$ cat config.mk
export PLATFORM = sky130hd
export DESIGN_NAME = pwm_tick_gen
export DESIGN_NICKNAME = d
export VERILOG_FILES = /design/src/rtl/pwm_tick_pkg.sv /design/src/rtl/tick_cfg_ctrl.sv /design/src/rtl/tick_datapath.sv /design/src/rtl/pwm_tick_gen.sv
export SDC_FILE = /design/constraint.sdc
export NUM_CORES = 1
export LEC_CHECK = 0
export ABC_AREA = 1
export BUFFER_PORTS_ARGS = -buffer_cell sky130_fd_sc_hd__clkbuf_2
export CORE_ASPECT_RATIO = 1.75
export CORE_MARGIN = 3
export CORE_UTILIZATION = 61
export DETAILED_ROUTE_END_ITERATION = 8
export PLACE_DENSITY = 0.8
export SLEW_MARGIN = 20
export SYNTH_ARGS = -nofsm -noshare
export SYNTH_HDL_FRONTEND = slang
export SYNTH_HIERARCHICAL = 1
export SYNTH_SLANG_ARGS = --single-unit
$ cat constraint.sdc
create_clock -name clk -period 2.45 [get_ports clk]
set_clock_uncertainty 0.1 [all_clocks]
set_input_delay 0.6125 -clock clk [delete_from_list [all_inputs] [get_ports clk]]
set_output_delay 0.6125 -clock clk [all_outputs]
set_load 0.03 [all_outputs]
$ cat src/rtl/pwm_tick_pkg.sv
package pwm_tick_pkg;
  // Strobes from the register control to the counter datapath.
  typedef struct packed {
    logic clrPre;  // restart both prescaler counters
    logic clrDiv;  // restart every divider counter and mute ticks this cycle
  } tick_strobe_t;

  localparam int NUM_GRP = 2;
endpackage

$ cat src/rtl/tick_cfg_ctrl.sv
module tick_cfg_ctrl
  import pwm_tick_pkg::*;
#(
  parameter int NUM_CH = 5,
  parameter int PRE_W = 8,
  parameter int MUX_W = 4,
  parameter int DIV_W = 4,
  parameter int DIV_BASE = 1,
  parameter logic [(1<<MUX_W)-1:0] EXT_MASK = 16'h0010,
  parameter int WR_W = 20
) (
  input  logic clk,
  input  logic rstN,
  input  logic wrEn,
  input  logic wrSel,
  input  logic [WR_W-1:0] wrData,
  output tick_strobe_t strobe,
  output logic [NUM_GRP-1:0][PRE_W-1:0] preVal,
  output logic [NUM_CH-1:0][DIV_W-1:0] divLim,
  output logic [NUM_CH-1:0] extSel
);
  localparam int PREREG_W = NUM_GRP * PRE_W;
  localparam int MUXREG_W = NUM_CH * MUX_W;

  logic [PREREG_W-1:0] preReg;
  logic [MUXREG_W-1:0] muxReg;

  always_ff @(posedge clk or negedge rstN) begin
    if (!rstN) begin
      preReg <= '0;
      muxReg <= '0;
    end else if (wrEn) begin
      if (!wrSel) preReg <= wrData[PREREG_W-1:0];
      else        muxReg <= wrData[MUXREG_W-1:0];
    end
  end

  always_comb begin
    strobe.clrPre = wrEn & ~wrSel;
    strobe.clrDiv = wrEn;
  end

  for (genvar g = 0; g < NUM_GRP; g++) begin : g_pre
    assign preVal[g] = preReg[g*PRE_W +: PRE_W];
  end

  for (genvar c = 0; c < NUM_CH; c++) begin : g_dec
    logic [MUX_W-1:0] code;
    logic [MUX_W:0] expo;
    logic [MUX_W:0] expoSat;
    assign code    = muxReg[c*MUX_W +: MUX_W];
    assign expo    = {1'b0, code} + (MUX_W+1)'(DIV_BASE);
    assign expoSat = (expo > (MUX_W+1)'(DIV_W)) ? (MUX_W+1)'(DIV_W) : expo;
    assign divLim[c] = ~({DIV_W{1'b1}} << expoSat);
    assign extSel[c] = EXT_MASK[code];
  end


  reg_load_chk: assert property (@(posedge clk) disable iff (!rstN)
    (wrEn && !wrSel) |=> (preReg == $past(wrData[PREREG_W-1:0])));
endmodule

$ cat src/rtl/tick_datapath.sv
module tick_datapath
  import pwm_tick_pkg::*;
#(
  parameter int NUM_CH = 5,
  parameter int PRE_W = 8,
  parameter int DIV_W = 4,
  parameter int G0_CH = 2
) (
  input  logic clk,
  input  logic rstN,
  input  tick_strobe_t strobe,
  input  logic [NUM_GRP-1:0][PRE_W-1:0] preVal,
  input  logic [NUM_CH-1:0][DIV_W-1:0] divLim,
  input  logic [NUM_CH-1:0] extSel,
  input  logic [NUM_GRP-1:0] extIn,
  output logic [NUM_CH-1:0] tick
);
  logic [NUM_GRP-1:0] preTick;
  logic [NUM_GRP-1:0] syncA, syncB, syncPrev;
  logic [NUM_GRP-1:0] extEdge;

  // Two-flop synchronizer followed by a rising-edge detector.
  always_ff @(posedge clk or negedge rstN) begin
    if (!rstN) begin
      syncA <= '0;
      syncB <= '0;
      syncPrev <= '0;
    end else begin
      syncA <= extIn;
      syncB <= syncA;
      syncPrev <= syncB;
    end
  end
  assign extEdge = syncB & ~syncPrev;

  for (genvar g = 0; g < NUM_GRP; g++) begin : g_pre
    logic [PRE_W-1:0] cnt;
    assign preTick[g] = (cnt == preVal[g]);
    always_ff @(posedge clk or negedge rstN) begin
      if (!rstN)              cnt <= '0;
      else if (strobe.clrPre) cnt <= '0;
      else if (preTick[g])    cnt <= '0;
      else                    cnt <= cnt + 1'b1;
    end


    pre_range_chk: assert property (@(posedge clk) disable iff (!rstN)
      cnt <= preVal[g]);


    ext_pulse_chk: assert property (@(posedge clk) disable iff (!rstN)
      extEdge[g] |=> !extEdge[g]);
  end

  for (genvar c = 0; c < NUM_CH; c++) begin : g_div
    localparam int GRP = (c < G0_CH) ? 0 : 1;
    logic [DIV_W-1:0] cnt;
    logic wrap;
    assign wrap = (cnt == divLim[c]);
    always_ff @(posedge clk or negedge rstN) begin
      if (!rstN)              cnt <= '0;
      else if (strobe.clrDiv) cnt <= '0;
      else if (preTick[GRP])  cnt <= wrap ? '0 : cnt + 1'b1;
    end
    assign tick[c] = ~strobe.clrDiv &
                     (extSel[c] ? extEdge[GRP] : (preTick[GRP] & wrap));


    div_restart_chk: assert property (@(posedge clk) disable iff (!rstN)
      strobe.clrDiv |=> (cnt == '0));
  end
endmodule

$ cat src/rtl/pwm_tick_gen.sv
module pwm_tick_gen
  import pwm_tick_pkg::*;
#(
  parameter int NUM_CH = 5,
  parameter int PRE_W = 8,
  parameter int MUX_W = 4,
  parameter int DIV_W = 4,
  parameter int DIV_BASE = 1,
  parameter int G0_CH = 2,
  parameter logic [(1<<MUX_W)-1:0] EXT_MASK = 16'h0010,
  parameter int WR_W = (NUM_GRP*PRE_W > NUM_CH*MUX_W) ? NUM_GRP*PRE_W : NUM_CH*MUX_W
) (
  input  logic clk,
  input  logic rstN,
  input  logic cfgWrEn,
  input  logic cfgWrSel,
  input  logic [WR_W-1:0] cfgWrData,
  input  logic [NUM_GRP-1:0] extTickIn,
  output logic [NUM_CH-1:0] tickOut
);
  tick_strobe_t strobe;
  logic [NUM_GRP-1:0][PRE_W-1:0] preVal;
  logic [NUM_CH-1:0][DIV_W-1:0] divLim;
  logic [NUM_CH-1:0] extSel;

  tick_cfg_ctrl #(
    .NUM_CH(NUM_CH), .PRE_W(PRE_W), .MUX_W(MUX_W), .DIV_W(DIV_W),
    .DIV_BASE(DIV_BASE), .EXT_MASK(EXT_MASK), .WR_W(WR_W)
  ) u_ctrl (
    .clk(clk), .rstN(rstN), .wrEn(cfgWrEn), .wrSel(cfgWrSel),
    .wrData(cfgWrData), .strobe(strobe), .preVal(preVal),
    .divLim(divLim), .extSel(extSel)
  );

  tick_datapath #(
    .NUM_CH(NUM_CH), .PRE_W(PRE_W), .DIV_W(DIV_W), .G0_CH(G0_CH)
  ) u_dp (
    .clk(clk), .rstN(rstN), .strobe(strobe), .preVal(preVal),
    .divLim(divLim), .extSel(extSel), .extIn(extTickIn), .tick(tickOut)
  );
endmodule

==> impl_metrics.csv, run 1 <==
group,metric,value,unit
yosys,synth_fp_nets,716,
yosys,synth_top_flop_cell,"dfrtp_1",
drt,drc,0,
yosys,syn_area,4871,sq um
setup_path,cpPeakStageDelay,0.42,ns
timing,rsz0062_at_grt,"yes",
clock_tree,numCtsBuffers,9,
timing,hold_viol,0,
timing,drv_slew,0,
grt,grt_pass1_vias,4380,
place,gp_congestion,0.8936,
grt,use_met1,0.2778,
clock_tree,cts_tree,"built",
grt,antenna_found_initial,0,
pwr,intPower,3.002,mW
drt,firstDrtPassIters,5,
floorplan,rows,42,
drt,drt_iter0_drc,266,
timing,layout_min_cycle_time,2.919,ns
clock_tree,cts_hold_buf,0,
setup_path,path_common_cell,"nand2_1",
grt,gr-total-overflow,0,
floorplan,dieWidth,73.55,um
job,max-cap-violations,0,
pwr,swShare,0.3170,
yosys,synth_cells,673,
timing,relSlewSlack,0.7078,
clock_tree,cts.clk_slew.worst_paths,0.06,ns
yosys,ys_warn_count,6,
grt,grt_pass1_wl,18550,um
pwr,p_leak,3.247,nW
pwr,power_density,741.6,nW/um^2
setup_path,end_kind,"primary output",
pwr,power.share.combinational,0.271,
drt,wl,11150,um
yosys,async_flop_share,1.000,
yosys,avgSynthCellArea,7.238,sq um
drt,antenna_left,0,
clock_tree,cts_buffer_depth,2,
setup_path,slowest_stage,"dfrtp_1",
final_layout,fin_area,5928,sq um
yosys,synth-seq-area-share,0.4007,
place,place.detailed.hpwl,7310,um
timing,fin_crit_sh,1.192,
final_layout,fillers,543,
setup_path,crit_type,"flop to primary output",
yosys,synth_edf_count,0,
yosys,ys_seq_elements,78,
grt,gr-max-usage-layer,"met2",
timing,worstMarginPinSlew,0.4378,ns
clock_tree,clk-insertion-delay-late,0.34,ns
setup_path,reg2reg_depth,13,
grt,globalRouteMet3Util,0.05016,
pwr,power.switching,1.394,mW
place,place_area,5310,sq um
timing,holdWs,0.1702,ns
final_layout,layout-drive-gt1-share,0.2228,
clock_tree,clockRootBuffer,"clkbuf_16",
place,port_buffers,30,
setup_path,timing.rr.start,"u_ctrl/muxReg[9]$_DFFE_PN0P_",
yosys,synth_top_area_share,0.4007,
run_status,violations,"negative setup slack",
pwr,clkPwrFrac,0.354,
final_layout,diodes,0,
setup_path,critPathLaunchType,"flop",
grt,grt_usage,0.2545,
setup_path,r2r_slack,0.41,ns
floorplan,io_pins,31,
grt,met2_usage,0.4514,
final_layout,fin_nets,783,
drt,vias,4308,
timing,finalSetupViolCount,5,
setup_path,reg2reg_to,"u_dp/g_div[2].cnt[1]$_DFFE_PN0P_",
grt,grt_max_degree,79,
place,pre_cts_slack,-0.2284,ns
setup_path,required,1.74,ns
run_status,status,"complete, but fails checks",
drt,routedWlPerCell,13.39,um
setup_path,critPathMaxFanout,4,
final_layout,area.growth.synth_to_final,21.71,%
yosys,synth.largest_area_cell,"dfrtp_1",
timing,layout_setup_ws,-0.4694,ns
yosys,synthDistinctLibCells,29,
pwr,ir_worst_vdd,0.6769,mV
setup_path,path_cells,"buf_4 > buf_4 > nand2_1 > nand2_2 > nand2_4 > nand4_1 > inv_1 > nand2_1 > nand2_1 > nand2_1 > nor2_1 > nand3_2 > a21oi_4 > buf_8",
floorplan,start_util,0.6349,
floorplan,core,7672,sq um
clock_tree,htree_levels,3,
worst_hold_path,hold_class,"input port to async pin",
floorplan,die-area,9136,sq um
yosys,synthTopCellsByArea,"dfrtp_1 40%, nand2_1 18%, inv_1 9.0%, nor2_1 4.4%, ha_1 4.4%",
floorplan,die_h,124.2,um
setup_path,crit_arrival,2.21,ns
timing,fmax,0.3425,GHz
clock_tree,clock-sinks,78,
drt,via_per_inst,5.172,
pwr,power_frac_seq,0.375,
## critical path: cells and delay by family, from the launching register on
kind            cells  cell delay (ns)
flops               1             0.42
buf+inv             4             0.49
compound gates      1             0.18
simple gates        9             0.77
## flip-flops by register name, indices dropped and copies added, names as in the netlist
register / cells
u_ctrl/muxReg: 20
u_dp/g_div.cnt: 20
u_ctrl/preVal: 16
u_dp/g_pre.cnt: 16
u_dp/syncA: 2
u_dp/syncB: 2
u_dp/syncPrev: 2
## repair_timing
action	CTS	global route
setup endpoints to repair	5	5
hold endpoints to repair	0	0
setup buffers	8	4
gates resized for setup	34	20
pin swaps	30	16
## per-stage QoR
step | utilization | total power [mW] | cells | setup TNS, ns
2_1_floorplan | - | 2.379 | 673 | -0.005607
3_3_place_gp | 0.6921 | 2.622 | 805 | -0.5906
3_5_place_dp | 0.6921 | 2.677 | 805 | -0.9424
4_1_cts | 0.7599 | 4.332 | 829 | -2.159
5_1_grt | 0.7727 | 4.645 | 833 | -2.834
6_report | 0.7727 | 4.396 | 833 | -2.137
## per-layer routing
layer  up-vias  part of all wire
li1       2165                 -
met1      2022              0.39
met2        94              0.55
met3        27             0.031
met4         0             0.026
met5         -                 0
## area by class of cell
cell class	instances	area [sq um]	area share
Clock buffer	10	239.0	0.04031
Clock inverter	6	108.9	0.01836
Sequential cell	78	1952	0.3293
Inverter	122	465.4	0.07851
Tap cell	88	110.1	0.01857
Multi-Input combinational cell	458	2531	0.4270
Timing Repair Buffer	71	521.8	0.08801
## power groups by stage
stage | clock network (mW) | registers, mW | logic (mW)
floorplan | 0 | 1.62 | 0.761
global placement | 0 | 1.65 | 0.975
detailed placement | 0 | 1.66 | 1.02
CTS | 1.57 | 1.64 | 1.12
global route | 1.63 | 1.67 | 1.35
finish | 1.56 | 1.65 | 1.19
## cells in the final DEF (no fill, tap or decap), types with 8 or more instances in the layout
cell type	synthesis	layout
nand3_2	10	13
buf_4	1	41
clkbuf_16	0	9
dfrtp_1	78	78
inv_1	117	104
inv_2	4	14
nand2_1	233	228
nand3_1	33	30
clkbuf_2	0	24
o21ai_0	21	20
ha_1	17	8
xnor2_1	19	19
o21ai_2	16	17
nor2_1	57	56
xor2_1	14	14
## worst max-delay path by stage
stage,start,to,slack (ns),depth (start not counted)
4_1_cts,u_ctrl/muxReg[16]$_DFFE_PN0P_,tickOut[4],-0.48,13
2_1_floorplan,u_ctrl/muxReg[8]$_DFFE_PN0P_,tickOut[2],-0.006,11
5_1_grt,u_ctrl/muxReg[1]$_DFFE_PN0P_,tickOut[0],-0.62,15
3_5_place_dp,u_ctrl/muxReg[16]$_DFFE_PN0P_,tickOut[4],-0.23,12
3_3_place_gp,u_ctrl/muxReg[16]$_DFFE_PN0P_,tickOut[4],-0.16,12
6_report,u_ctrl/muxReg[12]$_DFFE_PN0P_,tickOut[3],-0.47,14
## cells in the mapped netlist (2+ instances only)
cell and count:
nand2_1 233, inv_1 117, dfrtp_1 78, nor2_1 57, nand3_1 33, o21ai_0 21, xnor2_1 19, ha_1 17
o21ai_2 16, xor2_1 14, a21oi_1 11, nand3_2 10, buf_6 5, clkbuf_1 5, or2_2 5, inv_2 4
nand4_1 4, nor3_1 4, o211ai_1 4, buf_2 3, nand2_2 3, and3_1 2, nor2_4 2
## cell families after synthesis
family / count (synthesis) / share of synthesized area
buffers and inverters: 137 / 0.1171
XOR/XNOR: 33 / 0.05934
flip-flops: 78 / 0.4007
AND/OR/NAND/NOR: 356 / 0.3113
adder cells (fa/ha/maj): 17 / 0.04367
AO/OA/AOI/OAI: 52 / 0.06781
Power figures use the tool's default switching activity.
==> inputs of run 2 (changes only) <==
--- a/config.mk
+++ b/config.mk
@@ -15,5 +15,4 @@
 export SLEW_MARGIN = 20
 export SYNTH_ARGS = -nofsm -noshare
 export SYNTH_HDL_FRONTEND = slang
-export SYNTH_HIERARCHICAL = 1
 export SYNTH_SLANG_ARGS = --single-unit
==> run 2 against run 1 <==
Against the previous run:
- first-iteration DRC count fell by 6.4%
- critical path type unchanged
- largest cell class unchanged
- routed wire length fell by 10%
- die area fell by 7.6%
- flip-flop and latch count did not move
- sequential share of layout area rose by 3.1 points
- power fell by 14%
- area after synthesis fell by 8.1%
- hold slack improved by 0.047 ns
- the flow still finishes with violations (negative setup slack)
==> impl_metrics.csv, run 2 <==
group,metric,value,unit
run_status,status,"complete, but fails checks",
run_status,violations,"negative setup slack",
final_layout,area.growth.synth_to_final,21.26,%
setup_path,timing.rr.start,"u_ctrl.muxReg[12]$_DFFE_PN0P_",
setup_path,path_common_cell,"nand2_1",
drt,vias,3928,
timing,layout_setup_ws,-0.3848,ns
setup_path,reg2reg_depth,12,
drt,firstDrtPassIters,7,
yosys,ys_warn_count,0,
clock_tree,cts_tree,"built",
setup_path,path_cells,"ha_4 > buf_12 > xnor2_4 > nand3_1 > nand2_1 > nand2_1 > nor2_2 > nand3_2 > a21oi_2 > clkbuf_8",
place,gp_congestion,0.8221,
setup_path,slowest_stage,"dfrtp_2",
pwr,p_leak,2.684,nW
timing,hold_viol,0,
grt,grt_pass1_wl,16650,um
clock_tree,clock-sinks,78,
final_layout,fillers,478,
floorplan,start_util,0.6391,
grt,grt_max_degree,59,
yosys,ys_seq_elements,78,
timing,relSlewSlack,0.5374,
timing,drv_slew,0,
place,port_buffers,30,
grt,grt_usage,0.2458,
final_layout,diodes,0,
yosys,syn_area,4478,sq um
setup_path,crit_arrival,2.12,ns
yosys,synth-seq-area-share,0.4359,
setup_path,end_kind,"primary output",
clock_tree,cts_buffer_depth,2,
place,pre_cts_slack,-0.07855,ns
timing,layout_min_cycle_time,2.835,ns
timing,fmax,0.3528,GHz
yosys,synth_fp_nets,618,
clock_tree,htree_levels,3,
grt,gr-total-overflow,0,
setup_path,required,1.74,ns
yosys,synth.largest_area_cell,"dfrtp_1",
setup_path,crit_type,"flop to primary output",
clock_tree,clockRootBuffer,"clkbuf_16",
grt,grt_pass1_vias,3972,
final_layout,layout-drive-gt1-share,0.2361,
yosys,synth_cells,571,
floorplan,die_h,119.3,um
timing,rsz0062_at_grt,"yes",
yosys,yosysMostFrequentCell,"nand2_1",
final_layout,reg_top3,"u_ctrl.muxReg x20, u_dp.g_div.cnt x20",
place,place.detailed.hpwl,6706,um
final_layout,fin_nets,674,
worst_hold_path,hold_class,"input port to async pin",
yosys,synth_common_cells,"144 x nand2_1, 78 x dfrtp_1, 77 x inv_1, 47 x nor2_1, 43 x nand3_1",
setup_path,cpPeakStageDelay,0.45,ns
pwr,ir_worst_vdd,0.6797,mV
grt,antenna_found_initial,0,
clock_tree,clk-insertion-delay-late,0.34,ns
drt,drt_iter0_drc,249,
clock_tree,numCtsBuffers,9,
drt,via_per_inst,5.494,
timing,finalSetupViolCount,5,
drt,routedWlPerCell,14.04,um
final_layout,fin_util,0.7750,
setup_path,r2r_slack,0.55,ns
yosys,async_flop_share,1.000,
yosys,synthDistinctLibCells,31,
yosys,synthTopCellsByArea,"dfrtp_1 44%, nand2_1 12%, inv_1 6.5%, ha_1 5.9%, nand3_1 4.8%",
floorplan,die-area,8445,sq um
drt,antenna_left,0,
setup_path,reg2reg_to,"u_dp.g_div[3].cnt[2]$_DFFE_PN0P_",
clock_tree,cts.clk_slew.worst_paths,0.05,ns
setup_path,critPathMaxFanout,6,
timing,fin_crit_sh,1.157,
yosys,synth_top_area_share,0.4359,
floorplan,dieWidth,70.77,um
job,max-cap-violations,0,
yosys,synth_edf_count,0,
yosys,avgSynthCellArea,7.842,sq um
pwr,fin_total_pwr,3.796,mW
final_layout,layout_common_cells,"133 x nand2_1, 75 x dfrtp_1, 65 x inv_1",
pwr,power_density,699.0,nW/um^2
floorplan,rows,40,
drt,wl,10040,um
setup_path,critPathLaunchType,"flop",
floorplan,core,7007,sq um
timing,worstMarginPinSlew,0.6939,ns
floorplan,io_pins,31,
yosys,synth_top_flop_cell,"dfrtp_1",
final_layout,final_common_cell,"nand2_1",
drt,drc,0,
run 2: kinds of logic (layout without fill, tap and decap cells):
family          after synthesis  in the layout  synth area share
simple gates                275            275            0.2721
xor+xnor                     28             28           0.05895
flops                        78             78            0.4359
compound gates               78             78           0.09081
buf+inv                      91            151           0.08354
fa+ha+maj                    21             21           0.05868
run 2: cell type report:
cell class / count / area (sq um) / area share
Timing Repair Buffer: 55 / 396.6 / 0.07304
Clock buffer: 14 / 264.0 / 0.04862
Inverter: 81 / 304.0 / 0.05599
Clock inverter: 1 / 5.005 / 0.0009217
Sequential cell: 78 / 1956 / 0.3601
Tap cell: 84 / 105.1 / 0.01935
Multi-Input combinational cell: 402 / 2400 / 0.4419
run 2: worst max path at each step:
stage | cells past startpoint | endpoint | from
after floorplan | 10 | tickOut[2] | u_ctrl.muxReg[8]$_DFFE_PN0P_
after global placement | 11 | tickOut[2] | u_ctrl.muxReg[8]$_DFFE_PN0P_
after detailed placement | 11 | tickOut[2] | u_ctrl.muxReg[8]$_DFFE_PN0P_
after CTS | 11 | tickOut[2] | u_ctrl.muxReg[9]$_DFFE_PN0P_
after global routing | 9 | tickOut[1] | u_ctrl.muxReg[4]$_DFFE_PN0P_
final | 10 | tickOut[2] | u_ctrl.muxReg[9]$_DFFE_PN0P_
run 2: through the flow:
stage	cells	area, sq um	hold slack (ns)	TNS [ns]
after global routing	715	5430	0.2703	-2.324
after floorplan	571	4497	0.2169	0
after global placement	692	4812	0.2350	-0.01730
final	715	5430	0.2168	-1.710
after detailed placement	692	4812	0.2471	-0.2272
after CTS	712	5290	0.2432	-1.472
run 2: layer usage:
| metal | up-vias | wire [um] | GRT usage | part of all wire |
|---|---|---|---|---|
| li1 | 1928 | - | - | - |
| met1 | 1843 | 3862 | 0.2649 | 0.38 |
| met2 | 115 | 5322 | 0.4209 | 0.53 |
| met3 | 42 | 442 | 0.06841 | 0.044 |
| met4 | 0 | 412 | 0.1424 | 0.041 |
| met5 | - | 0 | 0 | 0 |
run 2: critical path: cells and delay by family, from the launching register on:
| kind | cells | cell delay [ns] |
|---|---|---|
| AO/OA/AOI/OAI | 1 | 0.16 |
| XOR/XNOR | 1 | 0.19 |
| adder cells (fa/ha/maj) | 1 | 0.19 |
| buffers and inverters | 2 | 0.30 |
| flip-flops | 1 | 0.45 |
| AND/OR/NAND/NOR | 5 | 0.48 |
run 2: power by group:
part	switching, mW	internal [mW]
Clock	0.489	0.734
Combinational	0.577	0.410
Sequential	0.150	1.43
Total	1.22	2.58
run 2: repair_timing:
| action | CTS | global route |
|---|---|---|
| endpoints found under the setup margin | 5 | 5 |
| hold buffers | 0 | 0 |
| pin swaps | 15 | 27 |
| resized for setup | 50 | 32 |
| setup buffers | 5 | 3 |
